==> src/rtl/lza_pkg.sv <==
package lza_pkg;

    // Classification of one bit column of the two addends.
    typedef struct packed {
        logic t;   // operand bits differ
        logic g;   // both bits one
        logic z;   // both bits zero
    } lza_col_t;

    // Smallest power of two, at least 2, that holds w flags.
    function automatic int lza_pad_width(input int w);
        int p;
        p = 2;
        while (p < w) p = p * 2;
        return p;
    endfunction

endpackage

==> src/rtl/lza_indicator.sv <==
module lza_indicator
    import lza_pkg::*;
#(
    parameter int W = 64
) (
    input  logic [W-1:0] a_i,
    input  logic [W-1:0] b_i,
    output logic [W-1:0] ind_o
);

    lza_col_t [W-1:0] cls;

    generate
        for (genvar j = 0; j < W; j++) begin : g_col
            assign cls[j].t = a_i[j] ^ b_i[j];
            assign cls[j].g = a_i[j] & b_i[j];
            assign cls[j].z = ~a_i[j] & ~b_i[j];

            if (j == W - 1) begin : g_top
                // top column looks only at its own and the next difference bit
                assign ind_o[j] = ~cls[j].t & cls[j-1].t;
            end else begin : g_body
                logic nz;
                logic ng;
                if (j == 0) begin : g_pad
                    // virtual column below the LSB: both operand bits zero
                    assign nz = 1'b1;
                    assign ng = 1'b0;
                end else begin : g_nbr
                    assign nz = cls[j-1].z;
                    assign ng = cls[j-1].g;
                end
                assign ind_o[j] = cls[j+1].t
                    ? ((cls[j].g & ~nz) | (cls[j].z & ~ng))
                    : ((cls[j].z & ~nz) | (cls[j].g & ~ng));
            end
        end
    endgenerate

endmodule

==> src/rtl/lza_lzd_merge.sv <==
module lza_lzd_merge #(
    parameter int PW = 1
) (
    input  logic          hi_any,
    input  logic [PW-1:0] hi_pos,
    input  logic          lo_any,
    input  logic [PW-1:0] lo_pos,
    output logic          any_o,
    output logic [PW:0]   pos_o
);

    // Upper half wins whenever it holds a one; otherwise the lower half's
    // offset is taken with the new position MSB set.
    assign any_o = hi_any | lo_any;
    assign pos_o = hi_any ? {1'b0, hi_pos} : {1'b1, lo_pos};

endmodule

==> src/rtl/lza_lzd_tree.sv <==
module lza_lzd_tree #(
    parameter  int W  = 64,
    localparam int PW = $clog2(W)
) (
    input  logic [W-1:0]  vec_i,
    output logic          any_o,
    output logic [PW-1:0] pos_o
);

    generate
        if (W == 2) begin : g_leaf
            assign any_o = vec_i[1] | vec_i[0];
            assign pos_o = ~vec_i[1];
        end else begin : g_split
            localparam int HW = W / 2;
            logic          hi_any;
            logic          lo_any;
            logic [PW-2:0] hi_pos;
            logic [PW-2:0] lo_pos;

            lza_lzd_tree #(.W(HW)) u_hi (
                .vec_i (vec_i[W-1:HW]),
                .any_o (hi_any),
                .pos_o (hi_pos)
            );

            lza_lzd_tree #(.W(HW)) u_lo (
                .vec_i (vec_i[HW-1:0]),
                .any_o (lo_any),
                .pos_o (lo_pos)
            );

            lza_lzd_merge #(.PW(PW - 1)) u_mrg (
                .hi_any (hi_any),
                .hi_pos (hi_pos),
                .lo_any (lo_any),
                .lo_pos (lo_pos),
                .any_o  (any_o),
                .pos_o  (pos_o)
            );
        end
    endgenerate

endmodule

==> src/rtl/lza_anticipator.sv <==
module lza_anticipator
    import lza_pkg::*;
#(
    parameter  int WIDTH = 64,
    localparam int PAD_W = lza_pad_width(WIDTH),
    localparam int CNT_W = $clog2(PAD_W)
) (
    input  logic             clk,
    input  logic             rst_n,
    input  logic [WIDTH-1:0] opnd_a,
    input  logic [WIDTH-1:0] opnd_b,
    output logic [WIDTH-1:0] hint_q,
    output logic [CNT_W-1:0] shift_cnt_q,
    output logic             shift_vld_q
);

    typedef struct packed {
        logic [WIDTH-1:0] hint;
        logic [CNT_W-1:0] cnt;
        logic             vld;
    } lza_state_t;

    lza_state_t       st_d;
    lza_state_t       st_q;
    logic [WIDTH-1:0] ind_w;
    logic [PAD_W-1:0] pad_w;
    logic             any_w;
    logic [CNT_W-1:0] pos_w;

    lza_indicator #(.W(WIDTH)) u_ind (
        .a_i   (opnd_a),
        .b_i   (opnd_b),
        .ind_o (ind_w)
    );

    generate
        if (PAD_W == WIDTH) begin : g_nopad
            assign pad_w = ind_w;
        end else begin : g_pad
            assign pad_w = {ind_w, {(PAD_W - WIDTH){1'b0}}};
        end
    endgenerate

    lza_lzd_tree #(.W(PAD_W)) u_tree (
        .vec_i (pad_w),
        .any_o (any_w),
        .pos_o (pos_w)
    );

    always_comb begin
        st_d      = st_q;
        st_d.hint = ind_w;
        st_d.cnt  = pos_w;
        st_d.vld  = any_w;
    end

    always_ff @(posedge clk) begin
        if (!rst_n) st_q <= '0;
        else        st_q <= st_d;
    end

    assign hint_q      = st_q.hint;
    assign shift_cnt_q = st_q.cnt;
    assign shift_vld_q = st_q.vld;

    AST_VLD_TRACKS_HINT: assert property (@(posedge clk) disable iff (!rst_n)
        shift_vld_q == (|hint_q));
    AST_CNT_IN_RANGE: assert property (@(posedge clk) disable iff (!rst_n)
        shift_vld_q |-> (int'(shift_cnt_q) < WIDTH));
    AST_CNT_HITS_ONE: assert property (@(posedge clk) disable iff (!rst_n)
        shift_vld_q |-> hint_q[WIDTH - 1 - int'(shift_cnt_q)]);
    AST_NOTHING_ABOVE: assert property (@(posedge clk) disable iff (!rst_n)
        shift_vld_q |-> ((hint_q >> (WIDTH - int'(shift_cnt_q))) == '0));
    AST_RESET_CLEARS: assert property (@(posedge clk)
        !rst_n |=> (!shift_vld_q && hint_q == '0 && shift_cnt_q == '0));

endmodule

==> config.mk <==
export PLATFORM = sky130hd
export DESIGN_NAME = lza_anticipator
export DESIGN_NICKNAME = d
export VERILOG_FILES = /design/src/rtl/lza_pkg.sv /design/src/rtl/lza_indicator.sv /design/src/rtl/lza_lzd_merge.sv /design/src/rtl/lza_lzd_tree.sv /design/src/rtl/lza_anticipator.sv
export SDC_FILE = /design/constraint.sdc
export NUM_CORES = 1
export LEC_CHECK = 0
export CAP_MARGIN = 10
export CORE_MARGIN = 3
export CORE_UTILIZATION = 45
export CTS_CLUSTER_SIZE = 30
export DETAILED_ROUTE_END_ITERATION = 16
export GPL_TIMING_DRIVEN = 0
export PLACE_DENSITY = 0.85
export SKIP_CTS_REPAIR_TIMING = 1
export SLEW_MARGIN = 20
export SYNTH_ARGS = -nofsm -noshare
export SYNTH_HDL_FRONTEND = slang
export SYNTH_HIERARCHICAL = 1
export SYNTH_SLANG_ARGS = --single-unit
==> constraint.sdc <==
create_clock -name clk -period 3.75 [get_ports clk]
set_input_delay 0.9375 -clock clk [delete_from_list [all_inputs] [get_ports clk]]
set_output_delay 0.9375 -clock clk [all_outputs]
set_load 0.01 [all_outputs]
==> results of run 1 <==
-- sequential cells by signal, indices dropped and copies added, names as in the netlist --
signal,count
hint_q,64
shift_cnt_q,6
shift_vld_q,1
-- metal layers --
layer  vias up  GRT usage, %  wire [um]
met2       161          33.7      10300
met1      2843          20.4       7430
li1       3038             -          -
met5         -             0          0
met4         0          4.27        239
met3        23          4.56       1050
-- layout make-up --
type | count | share of cell area (%)
clock buffers | 12 | 2.25
inverters | 198 | 6.80
clock inverters | 4 | 0.412
repair buffers | 215 | 20.8
flip-flops and latches | 71 | 13.0
plain buffers | 7 | 0.320
well taps | 211 | 2.41
multi-input cells | 514 | 54.0
-- layout by cell type (no fill, tap or decap), types with 2 or more instances in the layout --
master / n
a21oi_2: 3
dfxtp_1: 71
and2_2: 72
a21oi_1: 3
mux2i_4: 2
clkdlybuf4s50_1: 137
or2_1: 28
dlymetal6s2s_1: 63
mux2_2: 33
mux2_4: 24
or2_2: 7
mux2i_1: 96
a221oi_2: 4
o221ai_1: 3
ha_1: 72
nand2_1: 2
a22oi_1: 5
buf_4: 15
o22ai_2: 9
clkbuf_16: 9
ha_2: 4
inv_1: 156
clkbuf_1: 2
a22o_1: 31
or2_4: 28
ha_4: 53
o22ai_1: 16
mux2i_2: 8
clkinv_2: 3
clkbuf_2: 7
o21a_1: 3
inv_2: 42
-- power groups by stage --
stage | Sequential, W | Combinational [W] | Clock [W]
6_report | 0.000834 | 0.00132 | 0.000857
4_1_cts | 0.000834 | 0.00110 | 0.000878
2_1_floorplan | 0.000877 | 0.000658 | 0
3_3_place_gp | 0.000850 | 0.00106 | 0
3_5_place_dp | 0.000849 | 0.00109 | 0
5_1_grt | 0.000839 | 0.00143 | 0.000909
-- metrics by stage --
step                      setup slack [ns]  power, W
final                              -0.0293   0.00301
after global routing               -0.0971   0.00318
after CTS                           -0.316   0.00281
after detailed placement            -0.672   0.00194
after global placement              -0.639   0.00191
after floorplan                     0.0296   0.00154
-- synthesized netlist by cell type --
master / number
mux2_2: 36
a311oi_1: 1
xnor2_2: 1
nor2b_1: 1
mux2_4: 21
clkbuf_2: 7
dfxtp_1: 71
a21oi_1: 6
ha_1: 129
o21a_1: 3
a22o_1: 31
buf_6: 1
o22ai_1: 25
inv_1: 198
a221oi_1: 5
or3_1: 1
mux2i_1: 106
and2_2: 72
nor2_1: 1
a22oi_1: 5
a211oi_1: 1
nand2_1: 2
or2_2: 14
o221ai_1: 3
or2_1: 49
o21ai_0: 1
-- cells by family (layout without fill, tap and decap cells) --
logic type	count (synthesis)	count (layout)	share of synthesized area (%)
adder cells (fa/ha/maj)	129	129	22.4
flip-flops	71	71	19.8
buffers and inverters	206	436	11.0
AND/OR/NAND/NOR	140	140	13.3
XOR/XNOR	1	1	0.226
multiplexers	163	163	24.8
AO/OA/AOI/OAI	81	81	8.47
-- worst max-delay path, delay by kind of cell --
kind	cells	cell delay, ns
buffers and inverters	2	0.54
AND/OR/NAND/NOR	6	1.54
AO/OA/AOI/OAI	2	0.35
adder cells (fa/ha/maj)	1	0.33
multiplexers	1	0.30
-- path summary, 6_finish.rpt --
path / start / endpoint / slack (ns) / cells after the start
setup / recovery: opnd_a[45] / shift_cnt_q[2] / -0.03 / 12
hold / removal: opnd_a[24] / hint_q[24] / 1.23 / 4
==> impl_metrics.toml, run 1 <==
[outcome]
status = "finished, violations left"
violations = "setup timing"

[pwr]
p_clk_share_pct = 28.5
pwr_density_cell_mw_per_mm2 = 275
seqPwrFrac_pct = 27.7
switching_share_pct = 29.3
p_int_w = 0.00213
p_sw_w = 0.000882
ir_worst_vdd_mv = 0.253
combPwrFrac_pct = 43.8
p_leak_nw = 5.77

[timing]
final_max_slew_viol_count = 0
holdWs_ns = 1.23
min_period_over_period_pct = 101
fmax_mhz = 265
rsz0062_at_grt = "yes"
fin_ws_ns = -0.0293
worst_slew_pin_slew_ns = 0.438
period_needed_ns = 3.78
hold_viol = 0
setup_violations = 5
max_slew_margin_pct = 70.7
fin_tns_setup_ns = -0.124

[final_layout]
multi_input_area_sq_mm = 0.00591
num_antenna_cells = 0
nFillCells = 1088
register_area_sq_mm = 0.00142
drive_gt1_share_pct = 32.1
post-route-util_pct = 70.9
fin_area_sq_mm = 0.0109
stdcell_count = 1232
areaGrowthSynthToFinish_pct = 52.0
num-nets-final = 1275

[placement]
routabilityCongestion = 0.788
placed_cells = 1202
place_area_sq_mm = 0.00946
io_buffers = 200
dp_hpwl_um = 13300

[die]
pin_count = 201
start_util_pct = 46.6
core-area_sq_mm = 0.0154
die-area_sq_mm = 0.0175
die_h_um = 132
die-width_um = 132
row_count = 45

[clocking]
clkTransAtPathRegs_ns = 0.06
clk_path_buf_depth = 2
cts_made_buffers = 9
cts.sinks = 71
cts_tree = "built"
root_buffer = "clkbuf_16"
cts_max_level = 3

[logic_synthesis]
yosysWarnings = 6
synth_area_leader_cell = "ha_1"
ys_ff_latch = 71
yosys.area.top_type_share_pct = 22.4
synth_area_leaders = "ha_1, dfxtp_1, mux2i_1"
yosysSeqAreaShare_pct = 19.8
synth_nets = 1050
syn_inst = 791
synth_cell_type_count = 26
syn_avg_cell_area_sq_um = 9.09
netlist_area_sq_mm = 0.00719

[route]
drt-total-wl_um = 19000
ant_nets = 0
drc_errors = 0
drtIter0Drc = 159
via_per_inst = 4.92
vias = 6065
wl_per_cell_um = 15.4
first_pass_iters = 4

[worst_setup_path]
worstPathRequired_ns = 3.98
crit_type = "in2reg"
slowest_stage = "clkdlybuf4s50_1"
start_kind = "input port"
arrival_ns = 4.00
cp_cell_sequence = "clkdlybuf4s50_1 > inv_1 > ha_2 > o221ai_1 > o21a_1 > or2_1 > or2_4 > or2_4 > or2_2 > or2_4 > mux2_4 > and2_2"
path_max_fanout = 7
crit_top_cell = "or2_4"
slowest_delay_ns = 0.48
end_kind = "flop"

[global_routing]
grt_pass1_wl_um = 26400
grt_usage_pct = 18.0
antenna_found_initial = 0
overflow = 0
grt_max_degree = 12
grt_pass1_vias = 5840

[flow_run]
maxCapViolCount = 0

[min_path]
min_path_type = "in2reg"
Power figures use the tool's default switching activity.
==> inputs of run 2 (changes only) <==
--- a/config.mk
+++ b/config.mk
@@ -6,6 +6,7 @@
 export NUM_CORES = 1
 export LEC_CHECK = 0
 export CAP_MARGIN = 10
+export CORE_ASPECT_RATIO = 0.7
 export CORE_MARGIN = 3
 export CORE_UTILIZATION = 45
 export CTS_CLUSTER_SIZE = 30
==> run 2 against run 1 <==
Cell area up 0.96%. Hold slack better by 0.0021 ns. Critical path depth did not move. Fmax is 0.28% higher. The run still ends with setup timing left. Utilization grew 2.0 points. Largest power group unchanged. Sequential power about the same. Critical path type unchanged. Sequential cell count stayed put. Via count up 1.5%. Power rose by 2.0%. First-iteration DRC count up 49%. Final cell count decreased by 0.65%.
==> impl_metrics.toml, run 2 (synthesized netlist as in run 1, its figures left out) <==
[outcome]
status = "finished, violations left"
violations = "setup timing"

[worst_setup_path]
crit_type = "in2reg"
worst-path-stages = 12
slowest_stage = "clkdlybuf4s50_1"
path_max_fanout = 7
cp.buffers_inverters = 2
start_kind = "input port"
cp_cell_sequence = "clkdlybuf4s50_1 > ha_1 > inv_1 > a221oi_2 > a21oi_2 > or2_4 > or2_4 > or2_4 > or2_2 > or2_4 > mux2_4 > and2_2"
crit_top_cell = "or2_4"
arrival_ns = 3.99
worstPathRequired_ns = 3.97
slowest_delay_ns = 0.49
end_kind = "flop"
crit_start = "opnd_a[46]"
cp_top_family = "simple AND/OR/NAND/NOR gates"
crit_end = "shift_cnt_q[1]"

[min_path]
whs_path_depth = 4
min_path_type = "in2reg"

[route]
vias = 6155
wl_per_cell_um = 16.6
ant_nets = 0
first_pass_iters = 4
drtIter0Drc = 237
via_per_inst = 5.03
drc_errors = 0
drt-total-wl_um = 20300

[clocking]
clk_path_buf_depth = 2
cts_tree = "built"
cts.sinks = 71
clkTransAtPathRegs_ns = 0.06
cts_max_level = 3
cts_made_buffers = 9
root_buffer = "clkbuf_16"

[final_layout]
register_area_sq_mm = 0.00142
multi_input_area_sq_mm = 0.00594
largest_reg_flops = 64
num-nets-final = 1282
drive_gt1_share_pct = 33.2
final_cell_mix = "inv_1, clkdlybuf4s50_1, mux2i_1"
post-route-util_pct = 72.9
final_common_cell = "inv_1"
areaGrowthSynthToFinish_pct = 53.5
nFillCells = 1047

[placement]
dp_hpwl_um = 13600
routabilityCongestion = 0.795
place_ws_ns = -0.668
io_buffers = 200

[timing]
fin_tns_setup_ns = -0.0625
final_max_slew_viol_count = 0
period_needed_ns = 3.77
fin_ws_ns = -0.0187
setup_violations = 5
worst_slew_pin_slew_ns = 0.605
min_period_over_period_pct = 100
hold_viol = 0
fmax_mhz = 265
max_slew_margin_pct = 59.6
rsz0062_at_grt = "yes"

[die]
core-area_sq_mm = 0.0151
die_h_um = 112
row_count = 37
start_util_pct = 47.5
die-area_sq_mm = 0.0176
pin_count = 201
die-width_um = 157

[global_routing]
antenna_found_initial = 0
grt_usage_pct = 18.1
grt_pass1_vias = 5668
grt_pass1_wl_um = 26200
overflow = 0
grt_max_degree = 13

[pwr]
pwr_density_cell_mw_per_mm2 = 278
ir_worst_vdd_mv = 0.197
p_leak_nw = 5.87

[flow_run]
maxCapViolCount = 0
## run 2: worst min-delay path by stage
stage	endpoint	from	slack [ns]
global route	hint_q[63]	opnd_a[63]	1.25
CTS	hint_q[0]	opnd_b[0]	1.45
global placement	hint_q[45]	hint_q[45]	1.67
detailed placement	hint_q[45]	hint_q[45]	1.67
floorplan	hint_q[62]	rst_n	1.08
finish	hint_q[24]	opnd_b[24]	1.23
## run 2: per-layer routing
metal	GRT usage [%]	share of wire, %
met1	24.0	43
met2	29.7	49
met3	4.82	6.0
met4	3.47	1.8
met5	0	0
## run 2: layout make-up
type	instances	area share, %
well taps	195	2.21
multi-input cells	514	53.8
clock inverters	4	0.487
plain buffers	7	0.317
repair buffers	222	21.2
clock buffers	12	2.32
inverters	198	6.73
flip-flops and latches	71	12.9
diodes	1	0.0227
## run 2: metrics by stage
stage | hold WS [ns] | total power (W) | area [sq um] | std cells
CTS | 1.45 | 0.00284 | 9750 | 1202
detailed placement | 1.67 | 0.00194 | 9440 | 1186
finish | 1.23 | 0.00307 | 11000 | 1224
floorplan | 1.08 | 0.00154 | 7190 | 791
global placement | 1.67 | 0.00192 | 9440 | 1186
global route | 1.25 | 0.00324 | 11000 | 1223
## run 2: power breakdown
group / total, W / switching (W) / internal [W]
Sequential: 0.000836 / 0.0000211 / 0.000815
Clock: 0.000888 / 0.000335 / 0.000553
Combinational: 0.00135 / 0.000553 / 0.000792
==> inputs of run 3 (changes only) <==
--- a/config.mk
+++ b/config.mk
@@ -11,6 +11,7 @@
 export CORE_UTILIZATION = 45
 export CTS_CLUSTER_SIZE = 30
 export DETAILED_ROUTE_END_ITERATION = 16
+export GPL_ROUTABILITY_DRIVEN = 0
 export GPL_TIMING_DRIVEN = 0
 export PLACE_DENSITY = 0.85
 export SKIP_CTS_REPAIR_TIMING = 1
==> results of run 3 <==
Same layout as run 2: the final DEF is identical, and so are final timing and power.
